===== config.mk =====
export PLATFORM = sky130hd
export DESIGN_NAME = wdog_timed_lock
export DESIGN_NICKNAME = d
export VERILOG_FILES = /design/src/rtl/wdog_pkg.sv /design/src/rtl/wdog_cfg.sv /design/src/rtl/wdog_div.sv /design/src/rtl/wdog_timed_lock.sv
export SDC_FILE = /design/constraint.sdc
export NUM_CORES = 1
export LEC_CHECK = 0
export BUFFER_PORTS_ARGS = -buffer_cell sky130_fd_sc_hd__buf_2
export CAP_MARGIN = 10
export CORE_ASPECT_RATIO = 1.1
export CORE_MARGIN = 2
export CORE_UTILIZATION = 30
export DETAILED_ROUTE_END_ITERATION = 7
export REMOVE_ABC_BUFFERS = 1
export SYNTH_ARGS = -nofsm -noshare
export SYNTH_HDL_FRONTEND = slang
export SYNTH_SLANG_ARGS = --single-unit

===== constraint.sdc =====
create_clock -name clk -period 3.75 [get_ports clk]
set_input_delay 0.375 -clock clk [delete_from_list [all_inputs] [get_ports clk]]
set_output_delay 0.375 -clock clk [all_outputs]
set_load 0.05 [all_outputs]

===== src/rtl/wdog_pkg.sv =====
`timescale 1ns/1ps
// Shared types for the watchdog: the layout of the control register.
// Assumes a four-bit period select. Enable sits in the lowest bit.
package wdog_pkg;
    localparam int PSEL_W = 4;

    typedef struct packed {
        logic [PSEL_W-1:0] psel;   // period select
        logic              chg;    // change-enable (unlock flag)
        logic              en;     // run enable
    } wdog_ctrl_t;

    localparam int CTRL_W = $bits(wdog_ctrl_t);
endpackage


===== src/rtl/wdog_cfg.sv =====
`timescale 1ns/1ps
// Control register with a timed two-step unlock.
// Assumes safety_hi stays static after reset. Accepts at most one write per cycle.
// A commit is honoured on any of the UNLOCK_WIN edges that follow the unlock write.
module wdog_cfg
    import wdog_pkg::*;
#(
    parameter int UNLOCK_WIN = 4
) (
    input  logic       clk,
    input  logic       rst_n,
    input  logic       safety_hi,
    input  logic       wr_en,
    input  wdog_ctrl_t wr_ctrl,
    output logic       en_eff,
    output wdog_ctrl_t rd_ctrl
);
    localparam int WIN_W = (UNLOCK_WIN > 1) ? $clog2(UNLOCK_WIN) : 1;

    logic              en_q;
    logic              chg_q;
    logic [PSEL_W-1:0] psel_q;
    logic [WIN_W-1:0]  win_q;
    logic              commit;
    logic              unlock;
    logic              win_last;

    // Decode the kind of write presented this cycle
    always_comb begin
        commit   = wr_en & chg_q & ~wr_ctrl.chg;
        unlock   = wr_en & wr_ctrl.chg & wr_ctrl.en;
        win_last = (win_q == WIN_W'(UNLOCK_WIN - 1));
    end

    // Open, age and close the unlock window
    always_ff @(posedge clk) begin
        if (!rst_n) begin
            chg_q <= 1'b0;
            win_q <= '0;
        end else if (commit) begin
            chg_q <= 1'b0;
        end else if (unlock) begin
            chg_q <= 1'b1;
            win_q <= '0;
        end else if (chg_q) begin
            if (win_last) chg_q <= 1'b0;
            else          win_q <= win_q + WIN_W'(1);
        end
    end

    // Relaxed-level enable: set freely, cleared only by a commit
    always_ff @(posedge clk) begin
        if (!rst_n) begin
            en_q <= 1'b0;
        end else if (!safety_hi) begin
            if (commit)                   en_q <= wr_ctrl.en;
            else if (wr_en && wr_ctrl.en) en_q <= 1'b1;
        end
    end

    // Period select: free in the relaxed level, commit-only in the strict level
    always_ff @(posedge clk) begin
        if (!rst_n)                     psel_q <= '0;
        else if (commit)                psel_q <= wr_ctrl.psel;
        else if (wr_en && !safety_hi)   psel_q <= wr_ctrl.psel;
    end

    // Effective enable and read-back
    always_comb begin
        en_eff       = en_q | safety_hi;
        rd_ctrl.psel = psel_q;
        rd_ctrl.chg  = chg_q;
        rd_ctrl.en   = en_eff;
    end

    AST_LVL1_EN_HOLD: assert property (@(posedge clk) disable iff (!rst_n)
        (!safety_hi && en_eff && !chg_q) |=> en_eff);
    AST_LVL2_PSEL_LOCK: assert property (@(posedge clk) disable iff (!rst_n)
        (safety_hi && !chg_q) |=> $stable(psel_q));
    AST_UNLOCK_OPENS: assert property (@(posedge clk) disable iff (!rst_n)
        (wr_en && wr_ctrl.chg && wr_ctrl.en) |=> rd_ctrl.chg);
endmodule


===== src/rtl/wdog_div.sv =====
`timescale 1ns/1ps
// Timeout divider: counts clock cycles and fires on the selected tap.
// Tap t expires after 2^(BASE_LOG2+t) cycles. Codes beyond the last tap use the last tap.
// Assumes BASE_LOG2 >= 1, so a request is never wider than one cycle.
module wdog_div
    import wdog_pkg::*;
#(
    parameter int BASE_LOG2 = 11,
    parameter int NUM_TAPS  = 10
) (
    input  logic              clk,
    input  logic              rst_n,
    input  logic              en,
    input  logic              kick,
    input  logic [PSEL_W-1:0] psel,
    output logic              wdt_rst
);
    localparam int CNT_W = BASE_LOG2 + NUM_TAPS - 1;
    localparam int TAP_W = (NUM_TAPS > 1) ? $clog2(NUM_TAPS) : 1;

    logic [CNT_W-1:0] limit [NUM_TAPS];
    logic [CNT_W-1:0] cnt_q;
    logic [TAP_W-1:0] tap;
    logic             hit;

    // One terminal count per divider tap
    for (genvar t = 0; t < NUM_TAPS; t++) begin : g_tap
        assign limit[t] = CNT_W'((64'd1 << (BASE_LOG2 + t)) - 64'd1);
    end

    // Map the period select onto a tap, with reserved codes clamped to the longest
    always_comb begin
        if (int'(psel) >= NUM_TAPS) tap = TAP_W'(NUM_TAPS - 1);
        else                        tap = TAP_W'(psel);
        hit = en & ~kick & (cnt_q >= limit[tap]);
    end

    // Count cycles, restart on kick, stop or expiry, and register the request
    always_ff @(posedge clk) begin
        if (!rst_n) begin
            cnt_q   <= '0;
            wdt_rst <= 1'b0;
        end else begin
            wdt_rst <= hit;
            if (kick || !en || hit) cnt_q <= '0;
            else                    cnt_q <= cnt_q + CNT_W'(1);
        end
    end

    AST_RST_ONE_CYCLE: assert property (@(posedge clk) disable iff (!rst_n)
        wdt_rst |=> !wdt_rst);
    AST_KICK_NO_RST: assert property (@(posedge clk) disable iff (!rst_n)
        kick |=> !wdt_rst);
    AST_OFF_NO_RST: assert property (@(posedge clk) disable iff (!rst_n)
        !en |=> !wdt_rst);
endmodule


===== src/rtl/wdog_timed_lock.sv =====
`timescale 1ns/1ps
// Watchdog top: a locked control register feeding the timeout divider.
// Assumes clk is the slow watchdog oscillator and safety_hi is static.
module wdog_timed_lock #(
    parameter int BASE_LOG2  = 11,
    parameter int NUM_TAPS   = 10,
    parameter int UNLOCK_WIN = 4
) (
    input  logic                        clk,
    input  logic                        rst_n,
    input  logic                        safety_hi,
    input  logic                        wr_en,
    input  logic [wdog_pkg::CTRL_W-1:0] wr_data,
    output logic [wdog_pkg::CTRL_W-1:0] rd_data,
    input  logic                        kick,
    output logic                        wdt_rst
);
    import wdog_pkg::*;

    wdog_ctrl_t wr_ctrl;
    wdog_ctrl_t rd_ctrl;
    logic       en_eff;

    // Reinterpret the bus words as register fields
    always_comb begin
        wr_ctrl = wdog_ctrl_t'(wr_data);
        rd_data = CTRL_W'(rd_ctrl);
    end

    wdog_cfg #(.UNLOCK_WIN(UNLOCK_WIN)) u_cfg (
        .clk       (clk),
        .rst_n     (rst_n),
        .safety_hi (safety_hi),
        .wr_en     (wr_en),
        .wr_ctrl   (wr_ctrl),
        .en_eff    (en_eff),
        .rd_ctrl   (rd_ctrl)
    );

    wdog_div #(.BASE_LOG2(BASE_LOG2), .NUM_TAPS(NUM_TAPS)) u_div (
        .clk     (clk),
        .rst_n   (rst_n),
        .en      (en_eff),
        .kick    (kick),
        .psel    (rd_ctrl.psel),
        .wdt_rst (wdt_rst)
    );

    AST_LVL2_READS_ON: assert property (@(posedge clk) disable iff (!rst_n)
        safety_hi |-> rd_data[0]);
endmodule


==> qor.csv, run 1 <==
stage;metric;value;unit
floorplan;Die W;72.0;um
synthesis;Synth top area share;38.1;%
final_layout;Nets;214;
critical_path;Setup CP Type;reg -> reg;
synthesis;synthesized area per cell;8.77;um2
clock_tree;Worst-path clk slew;0.06;ns
final_layout;Final Util;34.7;%
critical_path;Critical-path top delay cell;dfxtp_1;
global_route;met3 Usage GRT;3.05;%
sta;worst slew pin tran;0.681;ns
synthesis;Post-Synth Adder-Cell Area;9.02;%
detailed_routing;Via density;4.72;
sta;post-route minimum period;2.30;ns
global_route;GRT Total Usage;10.5;%
power_and_ir_drop;Pleak;0.665;nW
floorplan;Die Ht;78.8;um
global_route;busiest grt layer;met2;
critical_path;Critical Path AT;2.51;ns
synthesis;Commonest cells post-synth;dfxtp_1 (29), nor2_1 (29), nand2_1 (14);
synthesis;cell accounting for the most synthesized area;dfxtp_1;
synthesis;sequential share of the synthesized area;38.1;%
sta;final setup margin;1.45;ns
synthesis;number of synthesized register bits;29;
critical_path;Startpoint Class;flip-flop;
clock_tree;Hold Buf Count CTS;0;
critical_path;Worst path max stage delay;0.48;ns
clock_tree;post-CTS sizing;0;
synthesis;largest family of logic cells by synthesized area;simple AND/OR/NAND/NOR gates;
clock_tree;CTS tree;yes;
critical_path;endpoint class of the critical path;flip-flop;
clock_tree;latest clock arrival within the worst-skew pair;0.28;ns
sta;slew margin rel.;54.3;%
power_and_ir_drop;Total Power;0.000634;W
global_route;grt met2 use;15.7;%
critical_path;critical path fanouts, max;19;
placement;Port Buffer Count;17;
synthesis;Synth Area in Compound Gates;6.32;%
floorplan;# rows;27;
sta;Hold WS;0.348;ns
clock_tree;root buffer cell;clkbuf_8;
power_and_ir_drop;Max VDD drop;186;uV
floorplan;Core Area;4970;um2
synthesis;EDFF count, synth;0;
clock_tree;CTS H-tree lvls;2;
final_layout;Layout fillers;518;
sta;Final Max Tran Viols;0;
floorplan;Initial Util;30.7;%
sta;Max Fclk;434;MHz
clock_tree;TritonCTS Buffers;5;
critical_path;Top delay family on crit path;simple AND/OR/NAND/NOR gates;
synthesis;Ys Warns;0;
sta;Layout Skew;0.00553;ns
worst_hold_path;Hold Crit Class;in -> reg;
global_route;met1 usage;13.4;%
power_and_ir_drop;Power Dens Cells;368;nW/um2
status;status;completed;
detailed_routing;DRC viols;0;
synthesis;multiplexer share of the synthesized area;2.63;%
floorplan;DIE AREA;5670;um2
sta;final hold vios;0;
placement;dpl hpwl;1.91;mm
synthesis;Synth Area in XOR/XNOR;10.9;%
critical_path;Critical Path RT;3.96;ns
clock_tree;postcts setup bufs;0;
sta;RSZ-0062 raised after global routing;no;
detailed_routing;initial drt markers;50;
final_layout;layout cells sized above 1;14.6;%
critical_path;critical path cell sequence;a21oi_1 -> and2_1 -> ha_1 -> and4_1 -> and4_1 -> a21oi_1 -> nand3b_2 -> nor2_1;
synthesis;Mapped Area;1530;um2
synthesis;top cells by area, synth;dfxtp_1 (38%), ha_1 (9.0%), nor2_1 (7.1%);
synthesis;Simple-Gate Fraction of Synth Area;29.6;%
global_route;number of global-route vias before repair;1095;
clock_tree;Sink Count;29;
detailed_routing;First-pass DRT Iterations;4;
global_route;Overflow after GRT;0;
synthesis;Netlist cell types;34;
job;max-cap viol count;0;
clock_tree;Max Buffers Root-to-Sink;2;
placement;GP Congestion;0.713;
placement;pre-CTS WS;1.45;ns
sta;Setup TNS;0;ns
synthesis;ys async rst share;0;%
final_layout;area grow syn2layout;13.0;%
global_route;first-pass GRT wire length;4.66;mm
sta;period utilization;61.4;%
final_layout;number of diodes;0;
sta;# setup viols final;0;
global_route;largest net degree at the start of global routing;20;
floorplan;I/O pins;18;
synthesis;Synth Instances;174;
global_route;initial antenna violation count;0;
detailed_routing;mean routed wirelength per cell;10.3;um
critical_path;Buf/Inv on CP;0;
synthesis;Synth Flop Type;dfxtp_1;
detailed_routing;Detailed Route WL;2.58;mm
detailed_routing;via count;1179;
detailed_routing;Final ANT Viol Nets;0;
[sequential cells by signal (all words and copies together) (netlist names)]
name,cells
u_cfg.chg_q,1
u_cfg.en_q,1
u_cfg.psel_q,4
u_cfg.win_q,2
u_div.cnt_q,20
u_div.wdt_rst,1
[area by class of cell]
| class | count | area [um2] | share of cell area, % |
|---|---|---|---|
| tap | 58 | 72.6 | 4.21 |
| multi-input combinational | 137 | 892 | 51.7 |
| inverter | 2 | 7.51 | 0.435 |
| clock buffer | 7 | 86.3 | 5.01 |
| timing repair buffer | 17 | 85.1 | 4.93 |
| sequential | 29 | 581 | 33.7 |
[worst reg2reg max path, delay by kind of cell, from the launching register on]
kind / cells / cell delay [ns]
AOI/OAI and AO/OA: 2 / 0.32
and+or+nand+nor: 5 / 1.13
DFF: 1 / 0.48
adders and majority gates: 1 / 0.30
[report_power, final]
part | internal, W | leakage [nW] | switching, W
logic | 0.0000227 | 0.386 | 0.0000356
clock network | 0.000145 | 0.0443 | 0.000111
registers | 0.000313 | 0.235 | 0.00000663
[metrics by stage]
| stage | cells | instance area (um2) |
|---|---|---|
| 3_3_place_gp | 243 | 1640 |
| 6_report | 250 | 1720 |
| 5_1_grt | 250 | 1720 |
| 2_1_floorplan | 168 | 1480 |
| 3_5_place_dp | 243 | 1640 |
| 4_1_cts | 250 | 1720 |
[worst paths after layout]
path / slack, ns / cells after the start / startpoint / to
worst min register to register: 0.46 / 1 / u_div.cnt_q[0]$_SDFF_PP0_ / u_div.cnt_q[0]$_SDFF_PP0_
worst max register to register: 1.45 / 8 / u_cfg.psel_q[2]$_SDFFE_PN0P_ / u_div.cnt_q[5]$_SDFF_PP0_
worst min-delay path: 0.35 / 3 / wr_data[3] / u_cfg.psel_q[1]$_SDFFE_PN0P_
worst max-delay path: 1.45 / 8 / u_cfg.psel_q[2]$_SDFFE_PN0P_ / u_div.cnt_q[5]$_SDFF_PP0_
[metal layers]
layer | part of all wire [%] | wire, um | vias to the layer above
met3 | 4.3 | 110 | 8
li1 | - | - | 630
met1 | 49 | 1280 | 518
met5 | 0 | 0 | -
met4 | 2.7 | 70 | 0
met2 | 44 | 1120 | 23
[cell families (layout without fill, tap and decap cells)]
family,after synthesis,count (layout)
simple gates,86,86
flops,29,29
xor+xnor,19,19
compound gates,17,17
fa+ha+maj,11,11
buf+inv,8,26
mux,4,4
[placed cells by master (no fill, tap or decap), types with 2 or more instances in the layout]
cell      count
a21oi_1       8
and2_1        3
and3_1        3
and4_1        3
buf_2        17
clkbuf_8      6
dfxtp_1      29
ha_1         11
inv_1         2
mux2i_1       4
nand2_1      14
nand2b_1      4
nand3_1       9
nand4_1       5
nor2_1       29
nor2b_1       6
nor3_1        2
o21ai_0       4
xnor2_1      10
xor2_1        9
Note: power is estimated with default switching activity, not from simulation.
==> run 2, diff against run 1 <==
- clock period: 3.75 -> 2.1 ns (I/O delays scaled with it)
==> run 2 against run 1 <==
Compared with the run above: sequential power is 78% higher; worst setup slack worse by 1.3 ns; register-to-register slack worse by 1.3 ns; final cell count is 2.8% higher; core utilization is 2.4 points higher; fmax is 17% higher; global-route usage is 0.40 points higher.
==> qor.csv, run 2 (synthesis results as in run 1) <==
stage;metric;value;unit;change
detailed_routing;via count;1223;;+3.7%
status;status;completed;;
detailed_routing;mean routed wirelength per cell;10.8;um;+4.3%
final_layout;Storage cell area;593;um2;+2.2%
global_route;first-pass GRT wire length;4.84;mm;+3.8%
global_route;largest net degree at the start of global routing;20;;unchanged
critical_path;Buf/Inv on CP;2;;+2
sta;# setup viols final;0;;unchanged
sta;worst slew pin tran;0.503;ns;-0.178 ns
placement;GP Congestion;0.764;;+7.2%
power_and_ir_drop;Power Dens Cells;699;nW/um2;+90%
final_layout;multi-input logic area;910;um2;+2.0%
sta;final hold vios;0;;unchanged
detailed_routing;Detailed Route WL;2.77;mm;+7.2%
clock_tree;TritonCTS Buffers;5;;unchanged
critical_path;Worst path max stage delay;0.35;ns;-0.13 ns
placement;Port Buffer Count;17;;unchanged
detailed_routing;DRC viols;0;;unchanged
critical_path;Critical Path RT;2.32;ns;-1.64 ns
power_and_ir_drop;Pleak;0.716;nW;+7.7%
floorplan;# rows;27;;unchanged
global_route;GRT Total Usage;10.9;%;+0.40 points
clock_tree;root buffer cell;clkbuf_8;;
final_layout;area grow syn2layout;20.8;%;
worst_hold_path;Hold Crit Class;in -> reg;;
sta;Layout Skew;0.00246;ns;-0.00307 ns
final_layout;biggest regs;u_div.cnt_q (20), u_cfg.psel_q (4), u_cfg.win_q (2);;
global_route;Overflow after GRT;0;;unchanged
critical_path;Startpoint Class;flip-flop;;
clock_tree;latest clock arrival within the worst-skew pair;0.28;ns;about the same
clock_tree;CTS H-tree lvls;2;;unchanged
critical_path;Critical-path top delay cell;dfxtp_2;;
sta;slew margin rel.;66.4;%;+12 points
floorplan;I/O pins;18;;unchanged
clock_tree;CTS tree;yes;;
sta;period utilization;93.7;%;+32 points
power_and_ir_drop;Total Power;0.00129;W;+100%
floorplan;DIE AREA;5670;um2;unchanged
critical_path;most used cell, CP;and4_1;;
detailed_routing;First-pass DRT Iterations;4;;unchanged
critical_path;Critical Path AT;2.19;ns;-0.32 ns
critical_path;critical path fanouts, max;19;;unchanged
clock_tree;Worst-path clk slew;0.06;ns;about the same
global_route;number of global-route vias before repair;1127;;+2.9%
sta;post-route minimum period;1.97;ns;-0.334 ns
detailed_routing;Via density;4.76;;+0.91%
sta;Final Max Tran Viols;0;;unchanged
job;max-cap viol count;0;;unchanged
final_layout;number of diodes;0;;unchanged
final_layout;Nets;220;;+2.8%
placement;dpl hpwl;2.07;mm;+8.4%
critical_path;Setup CP Type;reg -> reg;;
clock_tree;Max Buffers Root-to-Sink;2;;unchanged
clock_tree;Sink Count;29;;unchanged
clock_tree;postcts setup bufs;0;;unchanged
final_layout;Layout fillers;507;;-2.1%
power_and_ir_drop;Max VDD drop;280;uV;+51%
sta;Max Fclk;508;MHz;+17%
critical_path;endpoint class of the critical path;flip-flop;;
final_layout;most frequent cells in the layout;nor2_1 (29), dfxtp_1 (25), buf_2 (17);;
final_layout;most flop-heavy register;u_div.cnt_q;;
detailed_routing;Final ANT Viol Nets;0;;unchanged
floorplan;Core Area;4970;um2;unchanged
critical_path;Top delay family on crit path;simple AND/OR/NAND/NOR gates;;
critical_path;critical path cell sequence;buf_4 -> nor3_1 -> ha_1 -> and4_1 -> and4_1 -> a21oi_2 -> nand3b_2 -> buf_12 -> nor2_1;;
sta;Hold WS;0.184;ns;-0.164 ns
detailed_routing;initial drt markers;38;;-24%
floorplan;Initial Util;30.7;%;unchanged
floorplan;Die W;72.0;um;unchanged
final_layout;layout cells sized above 1;21.6;%;+7.0 points
final_layout;leading cell type in the layout, fill and taps excluded;nor2_1;;
global_route;initial antenna violation count;0;;unchanged
floorplan;Die Ht;78.8;um;unchanged
final_layout;max reg flops;20;;unchanged
run 2: cell count changes in the layout (fill, tap and decap cells not counted), sizes merged:
cell	previous run	this run
buf	17	23
bufinv	0	1
run 2: report_power, final:
part | internal [W] | leakage [nW] | switching, W
logic | 0.0000489 | 0.421 | 0.0000694
clock network | 0.000386 | 0.0585 | 0.000214
registers | 0.000558 | 0.237 | 0.0000112
total | 0.000993 | 0.716 | 0.000295
run 2: path summary, 6_finish.rpt:
kind,start,end,slack [ns],cells after the start
setup / recovery,u_cfg.psel_q[2]$_SDFFE_PN0P_,u_div.cnt_q[2]$_SDFF_PP0_,0.13,9
hold / removal,wr_data[5],u_cfg.psel_q[3]$_SDFFE_PN0P_,0.18,3
hold reg to reg,u_div.cnt_q[0]$_SDFF_PP0_,u_div.cnt_q[0]$_SDFF_PP0_,0.46,1
setup reg to reg,u_cfg.psel_q[2]$_SDFFE_PN0P_,u_div.cnt_q[2]$_SDFF_PP0_,0.13,9
run 2: metrics by stage:
| stage | instances | utilization [%] | area, um2 | setup WS, ns | setup TNS [ns] |
|---|---|---|---|---|---|
| 2_1_floorplan | 168 | - | 1480 | -0.319 | -6.04 |
| 3_3_place_gp | 249 | 34.1 | 1700 | 0.0691 | 0 |
| 3_5_place_dp | 249 | 34.1 | 1700 | 0.0179 | 0 |
| 4_1_cts | 257 | 36.5 | 1810 | 0.0282 | 0 |
| 5_1_grt | 257 | 37.1 | 1840 | -0.0202 | -0.130 |
| 6_report | 257 | 37.1 | 1840 | 0.132 | 0 |
run 2: worst reg2reg max path: stages (launching register included):
cell and delay [ns]:
dfxtp_2 0.35, buf_4 0.15, nor3_1 0.21, ha_1 0.27, and4_1 0.16, and4_1 0.23
a21oi_2 0.16, nand3b_2 0.12, buf_12 0.17, nor2_1 0.10
run 2: timing repair:
| action | in CTS | in global routing |
|---|---|---|
| endpoints found under the hold margin | 0 | 0 |
| gates resized for setup | 1 | 10 |
| hold buffers | 0 | 0 |
| endpoints found under the setup margin | 2 | 19 |
run 2: final cells by class:
| type | count | area share, % |
|---|---|---|
| clock buffers | 7 | 4.69 |
| clock inverters | 1 | 1.63 |
| inverters | 2 | 0.408 |
| multi-input cells | 137 | 49.4 |
| flip-flops and latches | 29 | 32.2 |
| well taps | 58 | 3.94 |
| repair buffers | 23 | 7.74 |
run 2: routing by layer:
| layer | vias to the layer above | routed length [um] | track usage, % |
|---|---|---|---|
| met5 | - | 0 | 0 |
| met4 | 0 | 51 | 5.66 |
| met3 | 4 | 122 | 3.43 |
| met2 | 26 | 1290 | 16.7 |
| met1 | 549 | 1310 | 13.8 |
| li1 | 644 | - | - |
